--- config.mk ---
export PLATFORM = sky130hd
export DESIGN_NAME = prbs_slot_tester
export DESIGN_NICKNAME = d
export VERILOG_FILES = /design/src/rtl/prbs_slot_pkg.sv /design/src/rtl/prbs_gen.sv /design/src/rtl/prbs_chk.sv /design/src/rtl/err_sat_counter.sv /design/src/rtl/prbs_slot_tester.sv
export SDC_FILE = /design/constraint.sdc
export NUM_CORES = 1
export LEC_CHECK = 0
export BUFFER_PORTS_ARGS = -buffer_cell sky130_fd_sc_hd__buf_2
export CAP_MARGIN = 15
export CORE_ASPECT_RATIO = 1.4
export CORE_MARGIN = 4
export CORE_UTILIZATION = 50
export CTS_BUF_LIST = sky130_fd_sc_hd__clkbuf_4 sky130_fd_sc_hd__clkbuf_8
export CTS_CLUSTER_SIZE = 12
export DETAILED_ROUTE_END_ITERATION = 16
export PLACE_DENSITY_LB_ADDON = 0.1
export SETUP_SLACK_MARGIN = 0.1
export SLEW_MARGIN = 30
export SYNTH_ARGS = -nofsm -noshare
export SYNTH_HDL_FRONTEND = slang
export SYNTH_SLANG_ARGS = --single-unit
--- constraint.sdc ---
create_clock -name clk -period 6.19 [get_ports clk]
set_input_delay 0.619 -clock clk [delete_from_list [all_inputs] [get_ports clk]]
set_output_delay 0.619 -clock clk [all_outputs]
set_load 0.02 [all_outputs]
--- src/rtl/prbs_slot_pkg.sv ---
package prbs_slot_pkg;
    localparam int unsigned SLOTS_DEF  = 32;
    localparam int unsigned BYTE_W_DEF = 8;
    localparam int unsigned LFSR_W_DEF = 15;
    localparam int unsigned TAP_B_DEF  = 13;
    localparam int unsigned CNT_W_DEF  = 16;

    typedef enum logic [1:0] {
        ROUTE_PASS = 2'd0,
        ROUTE_GEN  = 2'd1
    } route_e;
endpackage

--- src/rtl/prbs_gen.sv ---
module prbs_gen #(
    parameter int unsigned LFSR_W = prbs_slot_pkg::LFSR_W_DEF,
    parameter int unsigned TAP_B  = prbs_slot_pkg::TAP_B_DEF,
    parameter int unsigned BYTE_W = prbs_slot_pkg::BYTE_W_DEF
) (
    input  logic              clk,
    input  logic              rst_n,
    input  logic              adv,
    output logic [BYTE_W-1:0] byte_o
);
    typedef struct packed {
        logic [LFSR_W-1:0] lfsr;
    } gen_st_t;

    gen_st_t st_d, st_q;
    logic [LFSR_W-1:0] walk;
    logic              fb;

    always_comb begin
        walk   = st_q.lfsr;
        byte_o = '0;
        fb     = 1'b0;
        for (int i = BYTE_W - 1; i >= 0; i--) begin
            fb        = walk[LFSR_W-1] ^ walk[TAP_B];
            byte_o[i] = fb;
            walk      = {walk[LFSR_W-2:0], fb};
        end
        st_d = st_q;
        if (adv) begin
            st_d.lfsr = walk;
        end
    end

    always_ff @(posedge clk) begin
        if (!rst_n) begin
            st_q.lfsr <= '1;
        end else begin
            st_q <= st_d;
        end
    end

    AST_GEN_NONZERO: assert property (@(posedge clk) disable iff (!rst_n)
        st_q.lfsr != '0);
endmodule

--- src/rtl/prbs_chk.sv ---
module prbs_chk #(
    parameter int unsigned LFSR_W = prbs_slot_pkg::LFSR_W_DEF,
    parameter int unsigned TAP_B  = prbs_slot_pkg::TAP_B_DEF,
    parameter int unsigned BYTE_W = prbs_slot_pkg::BYTE_W_DEF,
    localparam int unsigned ERR_W = $clog2(BYTE_W + 1)
) (
    input  logic              clk,
    input  logic              rst_n,
    input  logic              adv,
    input  logic [BYTE_W-1:0] rx_byte,
    output logic [ERR_W-1:0]  err_bits
);
    typedef struct packed {
        logic [LFSR_W-1:0] ref_sr;
    } chk_st_t;

    chk_st_t st_d, st_q;
    logic [LFSR_W-1:0] walk;
    logic [BYTE_W-1:0] miss;
    logic              pred;

    always_comb begin
        walk = st_q.ref_sr;
        miss = '0;
        pred = 1'b0;
        for (int i = BYTE_W - 1; i >= 0; i--) begin
            pred    = walk[LFSR_W-1] ^ walk[TAP_B];
            miss[i] = pred ^ rx_byte[i];
            walk    = {walk[LFSR_W-2:0], rx_byte[i]};
        end
        err_bits = '0;
        for (int i = 0; i < BYTE_W; i++) begin
            err_bits = err_bits + ERR_W'(miss[i]);
        end
        if (!adv) begin
            err_bits = '0;
        end
        st_d = st_q;
        if (adv) begin
            st_d.ref_sr = walk;
        end
    end

    always_ff @(posedge clk) begin
        if (!rst_n) begin
            st_q.ref_sr <= '0;
        end else begin
            st_q <= st_d;
        end
    end

    AST_CHK_ERR_RANGE: assert property (@(posedge clk) disable iff (!rst_n)
        err_bits <= ERR_W'(BYTE_W));
endmodule

--- src/rtl/err_sat_counter.sv ---
module err_sat_counter #(
    parameter int unsigned CNT_W = prbs_slot_pkg::CNT_W_DEF,
    parameter int unsigned INC_W = 4
) (
    input  logic             clk,
    input  logic             rst_n,
    input  logic             clr,
    input  logic [INC_W-1:0] inc,
    output logic [CNT_W-1:0] cnt
);
    localparam logic [CNT_W:0] CNT_MAX = {1'b0, {CNT_W{1'b1}}};

    typedef struct packed {
        logic [CNT_W-1:0] value;
    } cnt_st_t;

    cnt_st_t st_d, st_q;
    logic [CNT_W:0] sum;

    always_comb begin
        sum  = {1'b0, st_q.value} + (CNT_W+1)'(inc);
        st_d = st_q;
        if (clr) begin
            st_d.value = '0;
        end else if (sum > CNT_MAX) begin
            st_d.value = '1;
        end else begin
            st_d.value = sum[CNT_W-1:0];
        end
    end

    always_ff @(posedge clk) begin
        if (!rst_n) begin
            st_q.value <= '0;
        end else begin
            st_q <= st_d;
        end
    end

    assign cnt = st_q.value;

    AST_CNT_SAT_HOLD: assert property (@(posedge clk) disable iff (!rst_n)
        (st_q.value == '1 && !clr) |=> st_q.value == '1);
    AST_CNT_CLEAR: assert property (@(posedge clk) disable iff (!rst_n)
        clr |=> st_q.value == '0);
    AST_CNT_NO_DECREASE: assert property (@(posedge clk) disable iff (!rst_n)
        !clr |=> st_q.value >= $past(st_q.value));
endmodule

--- src/rtl/prbs_slot_tester.sv ---
module prbs_slot_tester #(
    parameter int unsigned SLOTS  = prbs_slot_pkg::SLOTS_DEF,
    parameter int unsigned BYTE_W = prbs_slot_pkg::BYTE_W_DEF,
    parameter int unsigned LFSR_W = prbs_slot_pkg::LFSR_W_DEF,
    parameter int unsigned TAP_B  = prbs_slot_pkg::TAP_B_DEF,
    parameter int unsigned CNT_W  = prbs_slot_pkg::CNT_W_DEF,
    localparam int unsigned IDX_W = $clog2(SLOTS),
    localparam int unsigned ERR_W = $clog2(BYTE_W + 1)
) (
    input  logic              clk,
    input  logic              rst_n,
    input  logic              byte_stb,
    input  logic [IDX_W-1:0]  slot_idx,
    input  logic              test_off,
    input  logic [SLOTS-1:0]  tx_sel,
    input  logic [SLOTS-1:0]  rx_sel,
    input  logic [BYTE_W-1:0] tx_in,
    input  logic [BYTE_W-1:0] rx_in,
    input  logic              err_clr,
    output logic [BYTE_W-1:0] tx_out,
    output logic [CNT_W-1:0]  err_count
);
    import prbs_slot_pkg::*;

    typedef struct packed {
        logic [BYTE_W-1:0] txo;
    } top_st_t;

    top_st_t st_d, st_q;
    logic [SLOTS-1:0]  slot_dec;
    logic              tx_hit, rx_hit;
    route_e            route;
    logic [BYTE_W-1:0] gen_byte;
    logic [ERR_W-1:0]  err_bits;

    for (genvar s = 0; s < SLOTS; s++) begin : g_dec
        assign slot_dec[s] = (slot_idx == IDX_W'(s));
    end

    always_comb begin
        tx_hit = byte_stb && !test_off && |(slot_dec & tx_sel);
        rx_hit = byte_stb && !test_off && |(slot_dec & rx_sel);
        route  = tx_hit ? ROUTE_GEN : ROUTE_PASS;
        st_d   = st_q;
        if (byte_stb) begin
            st_d.txo = (route == ROUTE_GEN) ? gen_byte : tx_in;
        end
    end

    always_ff @(posedge clk) begin
        if (!rst_n) begin
            st_q.txo <= '0;
        end else begin
            st_q <= st_d;
        end
    end

    assign tx_out = st_q.txo;

    prbs_gen #(.LFSR_W(LFSR_W), .TAP_B(TAP_B), .BYTE_W(BYTE_W)) u_gen (
        .clk    (clk),
        .rst_n  (rst_n),
        .adv    (tx_hit),
        .byte_o (gen_byte)
    );

    prbs_chk #(.LFSR_W(LFSR_W), .TAP_B(TAP_B), .BYTE_W(BYTE_W)) u_chk (
        .clk      (clk),
        .rst_n    (rst_n),
        .adv      (rx_hit),
        .rx_byte  (rx_in),
        .err_bits (err_bits)
    );

    err_sat_counter #(.CNT_W(CNT_W), .INC_W(ERR_W)) u_cnt (
        .clk   (clk),
        .rst_n (rst_n),
        .clr   (err_clr),
        .inc   (err_bits),
        .cnt   (err_count)
    );

    AST_PASS_THROUGH: assert property (@(posedge clk) disable iff (!rst_n)
        (byte_stb && (test_off || !tx_sel[slot_idx])) |=> tx_out == $past(tx_in));
    AST_TX_HOLD: assert property (@(posedge clk) disable iff (!rst_n)
        !byte_stb |=> $stable(tx_out));
    AST_NO_COUNT_UNSEL: assert property (@(posedge clk) disable iff (!rst_n)
        (!err_clr && (!byte_stb || test_off || !rx_sel[slot_idx])) |=> $stable(err_count));
endmodule

After elaboration in Yosys (flattened, before gate mapping)
Index checks and enable logic that the tools add are counted.
{"block": "totals", "ff_bits": 54, "output_inout_bits": 24, "word_cells": 84}
{"block": "classes", "n_addsub": 8, "order_cmp": 1, "eq_ne": 32, "muxes": 4, "bitwise_logic": 27, "reduce_logical": 8}
{"operator": "$eq A5 B5 Y1 const B", "n": 16}
{"operator": "$and A32 B32 Y32", "n": 2}
{"operator": "$reduce_or A32 Y1", "n": 2}
{"operator": "$eq A5 B4 Y1 const B", "n": 8}
{"operator": "$add A4 B1 Y4", "n": 6}
{"operator": "$xor A1 B1 Y1", "n": 24}
{"operator": "$eq A5 B3 Y1 const B", "n": 4}
{"operator": "$add A16 B4 Y17", "n": 1}
{"operator": "$gt A17 B16 Y1 const B", "n": 1}
{"operator": "$mux W16", "n": 1}
{"operator": "$eq A5 B2 Y1 const B", "n": 2}
{"operator": "$mux W8", "n": 1}
{"operator": "$eq A5 B1 Y1 const B", "n": 1}
{"operator": "$logic_not A5 Y1", "n": 1}
{"operator": "$mux W4", "n": 1}
{"operator": "$logic_and A1 B1 Y1", "n": 3}
{"operator": "$add A1 B1 Y2", "n": 1}
{"operator": "$reduce_or A2 Y1", "n": 1}
{"operator": "$eq A1 B1 Y1 const B", "n": 1}
{"operator": "$logic_not A1 Y1", "n": 1}
{"operator": "$mux W1", "n": 1}
{"operator": "$not A1 Y1", "n": 1}

Logic depth before layout (Yosys ltp)
{"block": "depth", "word_depth": 13, "ltp_mapped": 18}

Hierarchy
From an unflattened synthesis, not the netlist that was laid out.
{"block": "hier_totals", "hier_cells": 405, "area_unflattened_um2": 3636.0}
{"mod": "prbs_slot_tester", "n_inst": 1, "cells_each": 166, "area_per_inst_um2": 1247.4, "seq_area_each_um2": 160.2}
{"mod": "prbs_chk", "n_inst": 1, "cells_each": 83, "area_per_inst_um2": 895.9, "seq_area_each_um2": 300.3}
{"mod": "err_sat_counter", "n_inst": 1, "cells_each": 98, "area_per_inst_um2": 869.6, "seq_area_each_um2": 320.3}
{"mod": "prbs_gen", "n_inst": 1, "cells_each": 58, "area_per_inst_um2": 623.1, "seq_area_each_um2": 300.3}

Worst setup path after synthesis
Ideal clock, no wire load.
{"block": "synth_timing", "path_type": "input-to-reg", "startpoint": "in rx_in[0]", "endpoint": "reg u_cnt.st_q, in the netlist u_cnt.cnt[1]", "arrival_time_ns": 4.549, "slack_ns": 1.512, "stages": 15, "cell_sequence": "xnor2_1 ha_1 fa_1 inv_1 fa_1 fa_1 fa_1 nor2_1 fa_1 a21o_1 a21oi_1 nor2_1 nand3_1 clkbuf_1 a21oi_1"}
{"block": "synth_via", "elab_chain_len": 12}
{"element": "start, declared", "line_no": "prbs_slot_tester.sv:18", "text": "input logic [BYTE_W-1:0] rx_in,"}
{"element": "$xor A1 B1 Y1 (*)", "line_no": "prbs_chk.sv:28", "text": "miss[i] = pred ^ rx_byte[i];"}
{"element": "$add A1 B1 Y2 (*)", "line_no": "prbs_chk.sv:33", "text": "err_bits = err_bits + ERR_W'(miss[i]);"}
{"element": "$add A4 B1 Y4 (*) (6 in a row)", "line_no": "prbs_chk.sv:33"}
{"element": "$mux W4 (*)", "line_no": "prbs_chk.sv:35", "text": "if (!adv) begin"}
{"element": "$add A16 B4 Y17 (*)", "line_no": "err_sat_counter.sv:21", "text": "sum = {1'b0, st_q.value} + (CNT_W+1)'(inc);"}
{"element": "$gt A17 B16 Y1", "line_no": "err_sat_counter.sv:25", "text": "end else if (sum > CNT_MAX) begin"}
{"element": "$mux W16 (*)", "line_no": "err_sat_counter.sv:25"}
{"element": "end signal, assigned", "line_no": "err_sat_counter.sv:36", "text": "st_q <= st_d;"}
{"element": "end, declared", "line_no": "err_sat_counter.sv:17", "text": "cnt_st_t st_d, st_q;"}
Every way passes the cells marked *; elsewhere a longest branch is shown, timed or not.
A chain may end at the register's enable or synchronous reset.

Worst setup path after layout
{"block": "layout_timing", "startpoint": "reg u_chk.st_q[8] (netlist name)", "endpoint": "reg u_cnt.st_q, in the netlist u_cnt.cnt[1]"}
{"block": "layout_via", "elab_chain_len": 13, "word_cells_on_any_way": 15}
{"element": "start, declared", "line_no": "prbs_chk.sv:17", "text": "chk_st_t st_d, st_q;"}
{"element": "start signal, assigned", "line_no": "prbs_chk.sv:48", "text": "st_q <= st_d;"}
{"element": "$xor A1 B1 Y1", "line_no": "prbs_chk.sv:27", "text": "pred = walk[LFSR_W-1] ^ walk[TAP_B];"}
{"element": "$xor A1 B1 Y1", "line_no": "prbs_chk.sv:28"}
{"element": "$add A1 B1 Y2", "line_no": "prbs_chk.sv:33"}
{"element": "$add A4 B1 Y4 (*) (6 in a row)", "line_no": "prbs_chk.sv:33"}
{"element": "$mux W4 (*)", "line_no": "prbs_chk.sv:35"}
{"element": "$add A16 B4 Y17 (*)", "line_no": "err_sat_counter.sv:21"}
{"element": "$gt A17 B16 Y1", "line_no": "err_sat_counter.sv:25"}
{"element": "$mux W16 (*)", "line_no": "err_sat_counter.sv:25"}
Marks and branches as above.

==> results summary <==
The flow ran to the end, and the final reports show no timing, DRC or antenna violations. The floorplan step defined a core boundary enclosing 7700 um^2. Excluding fillers, the count of instances in the completed layout stands at 625. At the end of routability-driven placement, the weighted congestion stood at 0.870. Static timing analysis puts the maximum clock frequency at 207 MHz. The worst supply voltage drop on vdd came out at 0.000167 V. The path class of the tightest hold or removal check is reg -> reg. STA classifies the critical path endpoint as a flop. The pin count of the biggest net entering global routing is 67. Counting every net in the synthesized netlist gives 540. The maximum buffer depth of the clock tree came out at 2.

The synthesized area per cell came out at 9.00 um^2. The ratio of total power to cell area came out at 189 nW/um^2. The part of the power in combinational logic came out at 30.5%. The synthesized area came out at 3940 um^2. For this design the static power due to leakage is 1.89 nW. The via count of the first global-routing pass came out at 3466. Global routing used 19.4% of the available tracks across all layers. The start-to-end type of the worst setup path is reg -> reg.

The count of buffers added by post-CTS timing repair for setup is 0. The detail-routed net length per standard cell came out at 14.9 um. Timing analysis after detailed placement gives a worst setup slack of 1.14 ns. The setup TNS is 0 ns. The area fraction of the dominant cell type after synthesis came out at 27.4%. The number of nets in the finished design is 626. The share of final-layout standard cells stronger than drive strength 1 came out at 30.1%. Counting tap cells, the placed design contains a total of 617 instances. The synthesis-stage register bit count is 54. The first-pass iteration count of the detailed router is 4. The clock insertion delay at the later pin of the skew report came out at 0.32 ns.

The number of warning messages in the yosys log is 0. The hold buffer count at CTS came out at 0. The max-capacitance violation count came out at 0.

The routed design has 9330 um of wire. The area growth from synthesis to layout came out at 14.8%. The synthesized design contains 0 enable-type register cells. The global-route wire length before repair is 15400 um. Clock tree synthesis inserted a total of 5 buffers.

The part of the total power dissipated in sequential elements is 44.0%. The worst setup path is launched from a flop. The total count of max-transition violations in the final report is 0. The layout has 736 filler cells. The biggest area contributor in the post-synthesis netlist is sky130_fd_sc_hd__dfxtp_1. The HPWL after detailed placement is 6920 um. Setup repair after global routing left no endpoint under its margin. The post-route antenna net violation count came out at 0. For this design the total switching power over the nets is 281 uW. The time the worst path needs with I/O delays and setup is 4.83 ns. The design draws 856 uW. The most common flop cell mapped by yosys is sky130_fd_sc_hd__dfxtp_1. Sequential elements use 27.4% of the synthesized area.

The share of synthesized registers carrying an async set or reset came out at 0%. The number of different library cells used by synthesis comes to 65. The vertical die dimension is 113 um. The total internal power is 575 uW.

The horizontal extent of the die came out at 83.1 um. The root buffer cell chosen for the clock tree is sky130_fd_sc_hd__clkbuf_8. The share of power burned in the clock network came out at 25.5%.

After layout, the worst path uses 78.0% of the clock period. The gate count of the mapped netlist is 438. The setup violation total in the final timing report is 0.

The actual transition at the worst max-transition pin is 0.778 ns. The clock arrives with 0.0110 ns of skew. The number of vias in the routed layout came out at 3628. The detailed-route vias per instance is 5.80. The flop-to-flop setup slack is 1.36 ns. The worst max-slew margin expressed relative to the limit came out at 48.1%. The iteration-0 DRC count of the detailed router is 142. The number of hold violations in the final report is 0. The residual DRC count came out at 0. The required time reported for the critical path endpoint is 6.37 ns. TritonCTS built the clock tree. The total number of H-tree levels came out at 2. The fraction of power spent switching nets is 32.8%. 0 antenna diodes ended up in the layout. The number of antenna violations at the first check in global routing is 0. After clock tree synthesis, the clock-pin slew on the worst setup and hold paths is 0.10 ns. The starting density of the core came out at 51.2%. The top fanout value on the critical path is 11.

The number of rows created at floorplan is 38. The total I/O pin count came out at 114. The number of I/O port buffers came out at 113. The critical path arrival came out at 5.01 ns. After clock tree synthesis, the repair step resized 0 gates.

In the post-route analysis, the smallest setup slack over all paths is 1.36 ns. The number of clock sinks seen by CTS came out at 54. Yosys attributes the largest share of cell area to sky130_fd_sc_hd__dfxtp_1 27%, sky130_fd_sc_hd__nand4_1 5.6%, sky130_fd_sc_hd__xnor2_1 4.2%.

The floorplan step defined a die boundary enclosing 9390 um^2. The total congestion overflow after global routing came out at 0.
-- power by group through the flow --
| stage | Clock [mW] | Combinational [mW] | Sequential (mW) |
|---|---|---|---|
| after floorplan | 0 | 0.193 | 0.392 |
| after global placement | 0 | 0.260 | 0.384 |
| after detailed placement | 0 | 0.265 | 0.385 |
| after CTS | 0.225 | 0.265 | 0.377 |
| after global routing | 0.238 | 0.298 | 0.379 |
| final | 0.219 | 0.261 | 0.377 |
-- final cells by class --
class | instances | area [um^2] | share of cell area (%)
well taps | 100 | 125 | 2.76
repair buffers | 117 | 596 | 13.1
inverters | 14 | 52.6 | 1.16
clock inverters | 2 | 16.3 | 0.359
multi-input cells | 332 | 2580 | 56.9
flip-flops and latches | 54 | 1080 | 23.9
clock buffers | 6 | 82.6 | 1.82
-- cells in the final DEF, fill, tap and decap left out, types with 15 or more instances in the layout --
cell / synthesis / layout
sky130_fd_sc_hd__nand4_1: 35 / 35
sky130_fd_sc_hd__xor2_1: 17 / 17
sky130_fd_sc_hd__xnor2_1: 19 / 19
sky130_fd_sc_hd__nand2_1: 18 / 18
sky130_fd_sc_hd__nand3_1: 15 / 15
sky130_fd_sc_hd__nand2b_1: 15 / 15
sky130_fd_sc_hd__a21oi_1: 20 / 20
sky130_fd_sc_hd__buf_2: 12 / 113
sky130_fd_sc_hd__dfxtp_1: 54 / 54
-- per-layer routing --
layer	up-vias	routed length (um)	track usage, %
met5	-	0	0
met1	1715	3950	22.8
met2	96	4770	35.5
li1	1809	-	-
met4	0	108	5.45
met3	8	504	3.86
-- path summary, 6_finish.rpt --
check,end,start,depth (start not counted)
worst max-delay path,u_cnt.cnt[1],u_chk.st_q[8],15
worst min-delay path,u_cnt.cnt[14],u_cnt.cnt[14],2
worst max register to register,u_cnt.cnt[1],u_chk.st_q[8],15
worst min register to register,u_cnt.cnt[14],u_cnt.cnt[14],2
-- kinds of logic (layout without fill, tap and decap cells) --
logic type | after synthesis | count (layout) | synth area share, %
AND/OR/NAND/NOR | 163 | 163 | 25.6
adder cells (fa/ha/maj) | 12 | 12 | 4.76
multiplexers | 27 | 27 | 8.28
AO/OA/AOI/OAI | 94 | 94 | 18.7
XOR/XNOR | 36 | 36 | 7.99
buffers and inverters | 52 | 139 | 7.27
flip-flops | 54 | 54 | 27.4
-- synthesized netlist by cell type (all sizes together) (8+ instances only) --
library cell  count
a211oi           21
a21oi            21
buf              25
clkbuf           13
dfxtp            54
inv              14
mux2             14
mux2i            12
nand2            18
nand2b           15
nand3            15
nand4            35
nand4b            8
nor2             14
o2111ai           9
o21ai             8
or3              14
xnor2            19
xor2             17
-- critical path, cell delays in order (launching register included) --
cell                      delay (ns)
sky130_fd_sc_hd__dfxtp_1        0.42
sky130_fd_sc_hd__xnor2_1        0.17
sky130_fd_sc_hd__xnor2_1        0.15
sky130_fd_sc_hd__ha_1           0.28
sky130_fd_sc_hd__fa_1           0.54
sky130_fd_sc_hd__inv_1          0.05
sky130_fd_sc_hd__fa_1           0.50
sky130_fd_sc_hd__fa_1           0.47
sky130_fd_sc_hd__fa_1           0.49
sky130_fd_sc_hd__nor2_1         0.07
sky130_fd_sc_hd__fa_1           0.42
sky130_fd_sc_hd__a21o_1         0.20
sky130_fd_sc_hd__a21oi_1        0.26
sky130_fd_sc_hd__nor2_1         0.18
sky130_fd_sc_hd__nand3_1        0.35
sky130_fd_sc_hd__a21oi_1        0.13
-- stage by stage --
| step | util (%) | hold WS [ns] | instance area [um^2] |
|---|---|---|---|
| global placement | 57.5 | 0.482 | 4430 |
| finish | 58.8 | 0.507 | 4530 |
| global route | 58.8 | 0.535 | 4530 |
| detailed placement | 57.5 | 0.492 | 4430 |
| floorplan | - | 0.482 | 3940 |
| CTS | 58.8 | 0.510 | 4530 |
-- flip-flops by register name, indices dropped and copies added (netlist names) --
signal	cells
u_cnt.cnt	16
u_chk.st_q	15
u_gen.st_q	15
tx_out	8
Power figures use the tool's default switching activity.
